===== config.mk =====
export PLATFORM = sky130hd
export DESIGN_NAME = pic_ctrl
export DESIGN_NICKNAME = d
export VERILOG_FILES = /design/src/rtl/pic_pkg.sv /design/src/rtl/pic_edge_capture.sv /design/src/rtl/pic_first_set.sv /design/src/rtl/pic_req_bank.sv /design/src/rtl/pic_ctrl.sv
export SDC_FILE = /design/constraint.sdc
export NUM_CORES = 1
export LEC_CHECK = 0
export BUFFER_PORTS_ARGS = -buffer_cell sky130_fd_sc_hd__buf_4
export CAP_MARGIN = 20
export CORE_ASPECT_RATIO = 0.5
export CORE_MARGIN = 2
export CORE_UTILIZATION = 50
export CTS_CLUSTER_DIAMETER = 100
export CTS_CLUSTER_SIZE = 28
export DETAILED_ROUTE_END_ITERATION = 16
export PLACE_DENSITY = 0.72
export SYNTH_ARGS = -nofsm -noshare
export SYNTH_HDL_FRONTEND = slang
export SYNTH_SLANG_ARGS = --single-unit

===== constraint.sdc =====
create_clock -name clk -period 2.85 [get_ports clk]
set_input_delay 0.1425 -clock clk [delete_from_list [all_inputs] [get_ports clk]]
set_output_delay 0.1425 -clock clk [all_outputs]
set_load 0.01 [all_outputs]

===== src/rtl/pic_pkg.sv =====
package pic_pkg;
  typedef enum logic [2:0] {
    SEL_REQ  = 3'd0,
    SEL_ENH  = 3'd1,
    SEL_ENL  = 3'd2,
    SEL_EDGE = 3'd3,
    SEL_CTRL = 3'd4
  } pic_sel_e;

  localparam int unsigned PIC_LEVELS = 3;
endpackage


===== src/rtl/pic_edge_capture.sv =====
module pic_edge_capture #(
  parameter int unsigned NUM_PIN = 8
) (
  input  logic               clk,
  input  logic               rst_n,
  input  logic [NUM_PIN-1:0] pin_in,
  input  logic [NUM_PIN-1:0] rise_sel,
  output logic [NUM_PIN-1:0] edge_evt
);
  logic [NUM_PIN-1:0] now_q, old_q;
  logic               primed_q;

  // First sample loads both stages so no edge is seen out of reset.
  always_ff @(posedge clk or negedge rst_n) begin
    if (!rst_n) begin
      now_q    <= '0;
      old_q    <= '0;
      primed_q <= 1'b0;
    end else begin
      now_q    <= pin_in;
      old_q    <= primed_q ? now_q : pin_in;
      primed_q <= 1'b1;
    end
  end

  for (genvar p = 0; p < NUM_PIN; p++) begin : g_pin
    assign edge_evt[p] = primed_q &
                         (rise_sel[p] ? (now_q[p] & ~old_q[p])
                                      : (~now_q[p] & old_q[p]));
  end
endmodule


===== src/rtl/pic_first_set.sv =====
module pic_first_set #(
  parameter int unsigned WIDTH = 24,
  parameter int unsigned IDX_W = 5
) (
  input  logic [WIDTH-1:0] vec,
  output logic             found,
  output logic [IDX_W-1:0] idx
);
  // Scan from the top down so the lowest set index is the one kept.
  always_comb begin
    found = |vec;
    idx   = '0;
    for (int i = WIDTH - 1; i >= 0; i--) begin
      if (vec[i]) idx = IDX_W'(i);
    end
  end
endmodule


===== src/rtl/pic_req_bank.sv =====
module pic_req_bank #(
  parameter int unsigned WIDTH = 24
) (
  input  logic             clk,
  input  logic             rst_n,
  input  logic [WIDTH-1:0] set_vec,
  input  logic             sw_we,
  input  logic [WIDTH-1:0] sw_wdata,
  input  logic [WIDTH-1:0] clr_vec,
  output logic [WIDTH-1:0] pend_q
);
  logic [WIDTH-1:0] base, pend_d;

  // Software load first, then the acceptance clear, then hardware sets win.
  always_comb begin
    base   = sw_we ? sw_wdata : pend_q;
    pend_d = (base & ~clr_vec) | set_vec;
  end

  always_ff @(posedge clk or negedge rst_n) begin
    if (!rst_n) pend_q <= '0;
    else        pend_q <= pend_d;
  end
endmodule


===== src/rtl/pic_ctrl.sv =====
module pic_ctrl
  import pic_pkg::*;
#(
  parameter int unsigned NUM_INT  = 16,
  parameter int unsigned NUM_PIN  = 8,
  parameter int unsigned VEC_W    = 16,
  parameter int unsigned VEC_BASE = 8
) (
  input  logic                       clk,
  input  logic                       rst_n,
  input  logic [NUM_INT-1:0]         int_evt,
  input  logic [NUM_PIN-1:0]         pin_in,
  input  logic                       reg_we,
  input  logic [2:0]                 reg_sel,
  input  logic [NUM_INT+NUM_PIN-1:0] reg_wdata,
  output logic [NUM_INT+NUM_PIN-1:0] pend,
  output logic                       irq_valid,
  input  logic                       irq_ready,
  output logic [VEC_W-1:0]           irq_vector,
  output logic [1:0]                 irq_level
);
  localparam int unsigned NUM_SRC = NUM_INT + NUM_PIN;
  localparam int unsigned IDX_W   = (NUM_SRC > 1) ? $clog2(NUM_SRC) : 1;

  pic_sel_e           sel;
  logic [NUM_SRC-1:0] enh_q, enl_q, edge_q;
  logic               mie_q;
  logic [NUM_SRC-1:0] pend_q, set_vec, clr_vec;
  logic [NUM_PIN-1:0] pin_evt;

  assign sel = pic_sel_e'(reg_sel);

  // Configuration registers
  always_ff @(posedge clk or negedge rst_n) begin
    if (!rst_n) begin
      enh_q  <= '0;
      enl_q  <= '0;
      edge_q <= '0;
      mie_q  <= 1'b0;
    end else if (reg_we) begin
      case (sel)
        SEL_ENH:  enh_q  <= reg_wdata;
        SEL_ENL:  enl_q  <= reg_wdata;
        SEL_EDGE: edge_q <= reg_wdata;
        SEL_CTRL: mie_q  <= reg_wdata[0];
        default:  ;
      endcase
    end
  end

  pic_edge_capture #(.NUM_PIN(NUM_PIN)) u_edges (
    .clk      (clk),
    .rst_n    (rst_n),
    .pin_in   (pin_in),
    .rise_sel (edge_q[NUM_SRC-1:NUM_INT]),
    .edge_evt (pin_evt)
  );

  assign set_vec = {pin_evt, int_evt};

  pic_req_bank #(.WIDTH(NUM_SRC)) u_bank (
    .clk      (clk),
    .rst_n    (rst_n),
    .set_vec  (set_vec),
    .sw_we    (reg_we && sel == SEL_REQ),
    .sw_wdata (reg_wdata),
    .clr_vec  (clr_vec),
    .pend_q   (pend_q)
  );

  // One lowest-index finder per level, all in parallel
  logic [PIC_LEVELS-1:0] found_l;
  logic [IDX_W-1:0]      idx_l [PIC_LEVELS];

  for (genvar g = 0; g < PIC_LEVELS; g++) begin : g_lvl
    localparam logic [1:0] CODE = 2'(g + 1);
    logic [NUM_SRC-1:0] hit;
    assign hit = pend_q & (CODE[1] ? enh_q : ~enh_q)
                        & (CODE[0] ? enl_q : ~enl_q);
    pic_first_set #(.WIDTH(NUM_SRC), .IDX_W(IDX_W)) u_find (
      .vec   (hit),
      .found (found_l[g]),
      .idx   (idx_l[g])
    );
  end

  logic             win_found;
  logic [IDX_W-1:0] win_idx;
  logic [1:0]       win_lvl;

  // Ascending scan: a higher level overrides a lower one
  always_comb begin
    win_found = 1'b0;
    win_idx   = '0;
    win_lvl   = 2'd0;
    for (int g = 0; g < PIC_LEVELS; g++) begin
      if (found_l[g]) begin
        win_found = 1'b1;
        win_idx   = idx_l[g];
        win_lvl   = 2'(g + 1);
      end
    end
  end

  logic accept;
  assign irq_valid  = mie_q & win_found;
  assign accept     = irq_valid & irq_ready;
  assign clr_vec    = accept ? (NUM_SRC'(1) << win_idx) : '0;
  assign irq_vector = VEC_W'(VEC_BASE) + (VEC_W'(win_idx) << 1);
  assign irq_level  = win_lvl;
  assign pend       = pend_q;
endmodule


==> metrics.md <==
| Metric | Value |
|---|---|
| Initial Util | `0.5208` |
| Post-Layout Inst Area | `7375 um^2` |
| Setup CP Type | `register to output port` |
| Layout cells sized above 1 | `0.3464` |
| Row count | `27` |
| Net Sw Frac | `0.3779` |
| Yosys cell types | `61` |
| Internal power | `3509 uW` |
| Grt total ovfl | `0` |
| ANT cells | `0` |
| DIE AREA | `12580 um^2` |
| CP arrival | `2.71 ns` |
| PwrDens | `765.0 nW/um^2` |
| Top Ports | `slightly below 100` |
| Main area contributors after synthesis | `dfrtp_1 (42%), mux2_2 (13%), nand3b_1 (5.3%), nand2_1 (3.4%), nand3_1 (2.7%)` |
| Total wire length | `about 16 mm` |
| Highest-count cells in the layout ignoring fill and taps | `buf_4 (126), dfrtp_1 (96), mux2_2 (65)` |
| Slew @ Worst Pin | `0.7212 ns` |
| Final ANT Viol Nets | `0` |
| Area after DPL | `between 6000 and 7000 um^2` |
| Clk_skew | `about 0.0083 ns` |
| Class of the worst hold path | `input port to register` |
| Max_slew headroom | `0.5166` |
| Synth top area share | `0.4211` |
| Clk pwr share | `0.230` |
| Sequential share of power | `0.333` |
| Final Slew Violations | `0` |
| Commonest non-fill, non-tap cell in the layout | `buf_4` |
| Post-synthesis adder-cell area fraction | `0.002149` |
| Synthesis-stage register bit count | `98` |
| Cells after DPL | `834` |
| CP Launch Type | `register` |
| H-Tree Level Count | `3` |
| Minimum hold slack | `0.04995 ns` |
| Final worst slack | `-0.006621 ns` |
| Busiest grt layer | `met2` |
| First-pass GRT wire length | `around 25 mm` |
| Logic gate share of total power | `0.436` |
| Crit end category | `output port` |
| Largest net degree at the start of global routing | `56` |
| Leakage | `0.003129 uW` |
| Multiplexer area fraction after synthesis | `0.1394` |
| Root buf cell | `clkbuf_16` |
| Multi-input gate area | `roughly 3300 um^2` |
| Worst-path maximum fanout | `6` |
| Peak supply drop | `between 300 and 400 uV` |
| Drt drc | `0` |
| Critical Path RT | `2.71 ns` |
| Vias/cell | `5.854` |
| Min cycle time layout | `between 2 and 3 ns` |
| Nets | `between 700 and 800` |
| Clock buffer depth | `2` |
| Violated checks | `negative setup slack` |
| Met2 usage in global routing | `0.4128` |
| Largest family of logic cells by synthesized area | `simple AND/OR/NAND/NOR gates` |
| Final setup fails | `1` |
| Synth Area in XOR/XNOR | `0.001504` |
| Highest Clock Rate | `0.3501 GHz` |
| WL/cell | `18.59 um` |
| Gr usage total | `0.2653` |
| Final std cells w/o fill | `875` |
| Register area share after synthesis | `0.4211` |
| Maxcap violations | `0` |
| DP HPWL | `12.11 mm` |
| DRT iter0 DRCs | `459` |
| Met1 Use GR | `0.3811` |
| Asr flop ratio synth | `1.000` |
| Synth Area in Compound Gates | `0.1238` |
| Warnings from Yosys | `0` |
| Gp weighted congestion | `0.9448` |
| Synthesized area per cell | `around 10 um^2` |
| Fillers | `885` |
| Area leader, netlist | `dfrtp_1` |
| RSZ-0062 raised after global routing | `yes` |
| Vias in the first global route | `4726` |
| Number of buffers added on ports | `86` |
| Core Util, Final | `0.6595` |
| Outcome | `finished, violations left` |
| Routed vias | `5122` |
| Initial antenna violation count | `0` |
| Clk sinks | `98` |
| Period utilisation layout | `1.002` |
| Total CTS buffers | `9` |
| Worst skew pair latency | `approximately 0.34 ns` |
| Layout area overhead | `26.64%` |
| Register area | `2455 um^2` |
| Switching Power | `about 2100 uW` |
| Most used DFF post-synth | `dfrtp_1` |
| Simple-Gate Fraction of Synth Area | `0.2768` |
| Final hold vios | `0` |
| Post-Syn Area | `5823 um^2` |
| Die Y | `80.31 um` |
| First-pass DRT Iterations | `6` |
| GRT met3 Usage | `0.06638` |
| Die X | `156.6 um` |
| Core area | `approximately 11000 um^2` |
| EDFF count, synth | `0` |
| Clock slew at reported path FFs | `0.07 ns` |
| CTS tree | `done` |
| Post-Synthesis Cells | `577` |
## cell usage after synthesis, drive strengths merged (4+ instances only)
master	number
clkbuf	9
and2	4
and3b	9
a21oi	9
buf	14
a31oi	23
and3	4
inv	18
a211oi	19
nor2b	23
mux2i	8
mux2	65
nand2b	9
nand4	21
nand2	53
nand3b	47
nor4	6
nor3	6
o211ai	12
dfrtp	98
o21ai	22
nand3	31
nor2	26
nor3b	7
## state kept, by name, summed over array words and instances, names as in the netlist
name and cells:
enh_q 24, enl_q 24, u_bank.pend_q 24, edge_q 8, u_edges.now_q 8, u_edges.old_q 8, mie_q 1, u_edges.primed_q 1
## worst max-delay path, stage by stage (launching register included)
cell	delay, ns
dfrtp_1	0.45
and3b_1	0.22
nand4b_1	0.30
o41ai_2	0.38
a311oi_1	0.15
nor3_2	0.33
ha_2	0.24
xor2_1	0.16
buf_4	0.14
## layout make-up
class / instances / area share
clock buffers: 10 / 0.03105
flip-flops and latches: 98 / 0.3329
multi-input cells: 448 / 0.4445
clock inverters: 6 / 0.01222
well taps: 159 / 0.02698
repair buffers: 136 / 0.1432
inverters: 18 / 0.009162
## path summary, 6_finish.rpt
check / start / end / slack [ns] / cells after the start
worst max-delay path: u_bank.pend_q[3] / irq_vector[5] / -0.007 / 8
worst min-delay path: reg_wdata[15] / enl_q[15] / 0.05 / 2
worst max register to register: u_bank.pend_q[2] / u_bank.pend_q[18] / 0.04 / 10
worst min register to register: mie_q / mie_q / 0.53 / 1
max in group asynchronous: rst_n / u_bank.pend_q[3] / 1.83 / 3
min in group asynchronous: rst_n / edge_q[16] / 0.33 / 2
## cells by family (layout without fill, tap and decap cells)
logic type,count (synthesis),count (layout)
AND/OR/NAND/NOR,258,258
AO/OA/AOI/OAI,103,103
flip-flops,98,98
multiplexers,73,73
buffers and inverters,41,170
other,2,12
adder cells (fa/ha/maj),1,1
XOR/XNOR,1,1
## power by group through the flow
stage / combinational [uW] / clock, uW / sequential (uW)
after global placement: 2190 / 0 / 1870
after CTS: 2240 / 1330 / 1870
after detailed placement: 2200 / 0 / 1900
final: 2460 / 1300 / 1880
after floorplan: 1380 / 0 / 1850
after global routing: 2620 / 1390 / 1920
## metal layers
| layer | vias to the layer above | routed length [um] |
|---|---|---|
| met2 | 193 | 7277 |
| met5 | - | 0 |
| met3 | 8 | 1216 |
| met1 | 2518 | 7647 |
| li1 | 2403 | - |
| met4 | 0 | 120 |
## stage by stage
| stage | worst slack (ns) | power, uW | TNS, ns |
|---|---|---|---|
| after floorplan | 0.4841 | 3234 | 0 |
| after global placement | 0.006410 | 4061 | 0 |
| after detailed placement | -0.01950 | 4096 | -0.01950 |
| after CTS | -0.003865 | 5442 | -0.003865 |
| after global routing | -0.1678 | 5934 | -0.3665 |
| final | -0.006621 | 5641 | -0.006621 |
## repair_timing
item                                   4_1_cts  5_1_grt
endpoints found under the hold margin       51        0
setup endpoints to repair                    3       20
resized for setup                            3        9
hold buffers                                 9        0
pin swaps                                    1       21
setup buffers                                0       16
(Power assumes the default switching activity.)
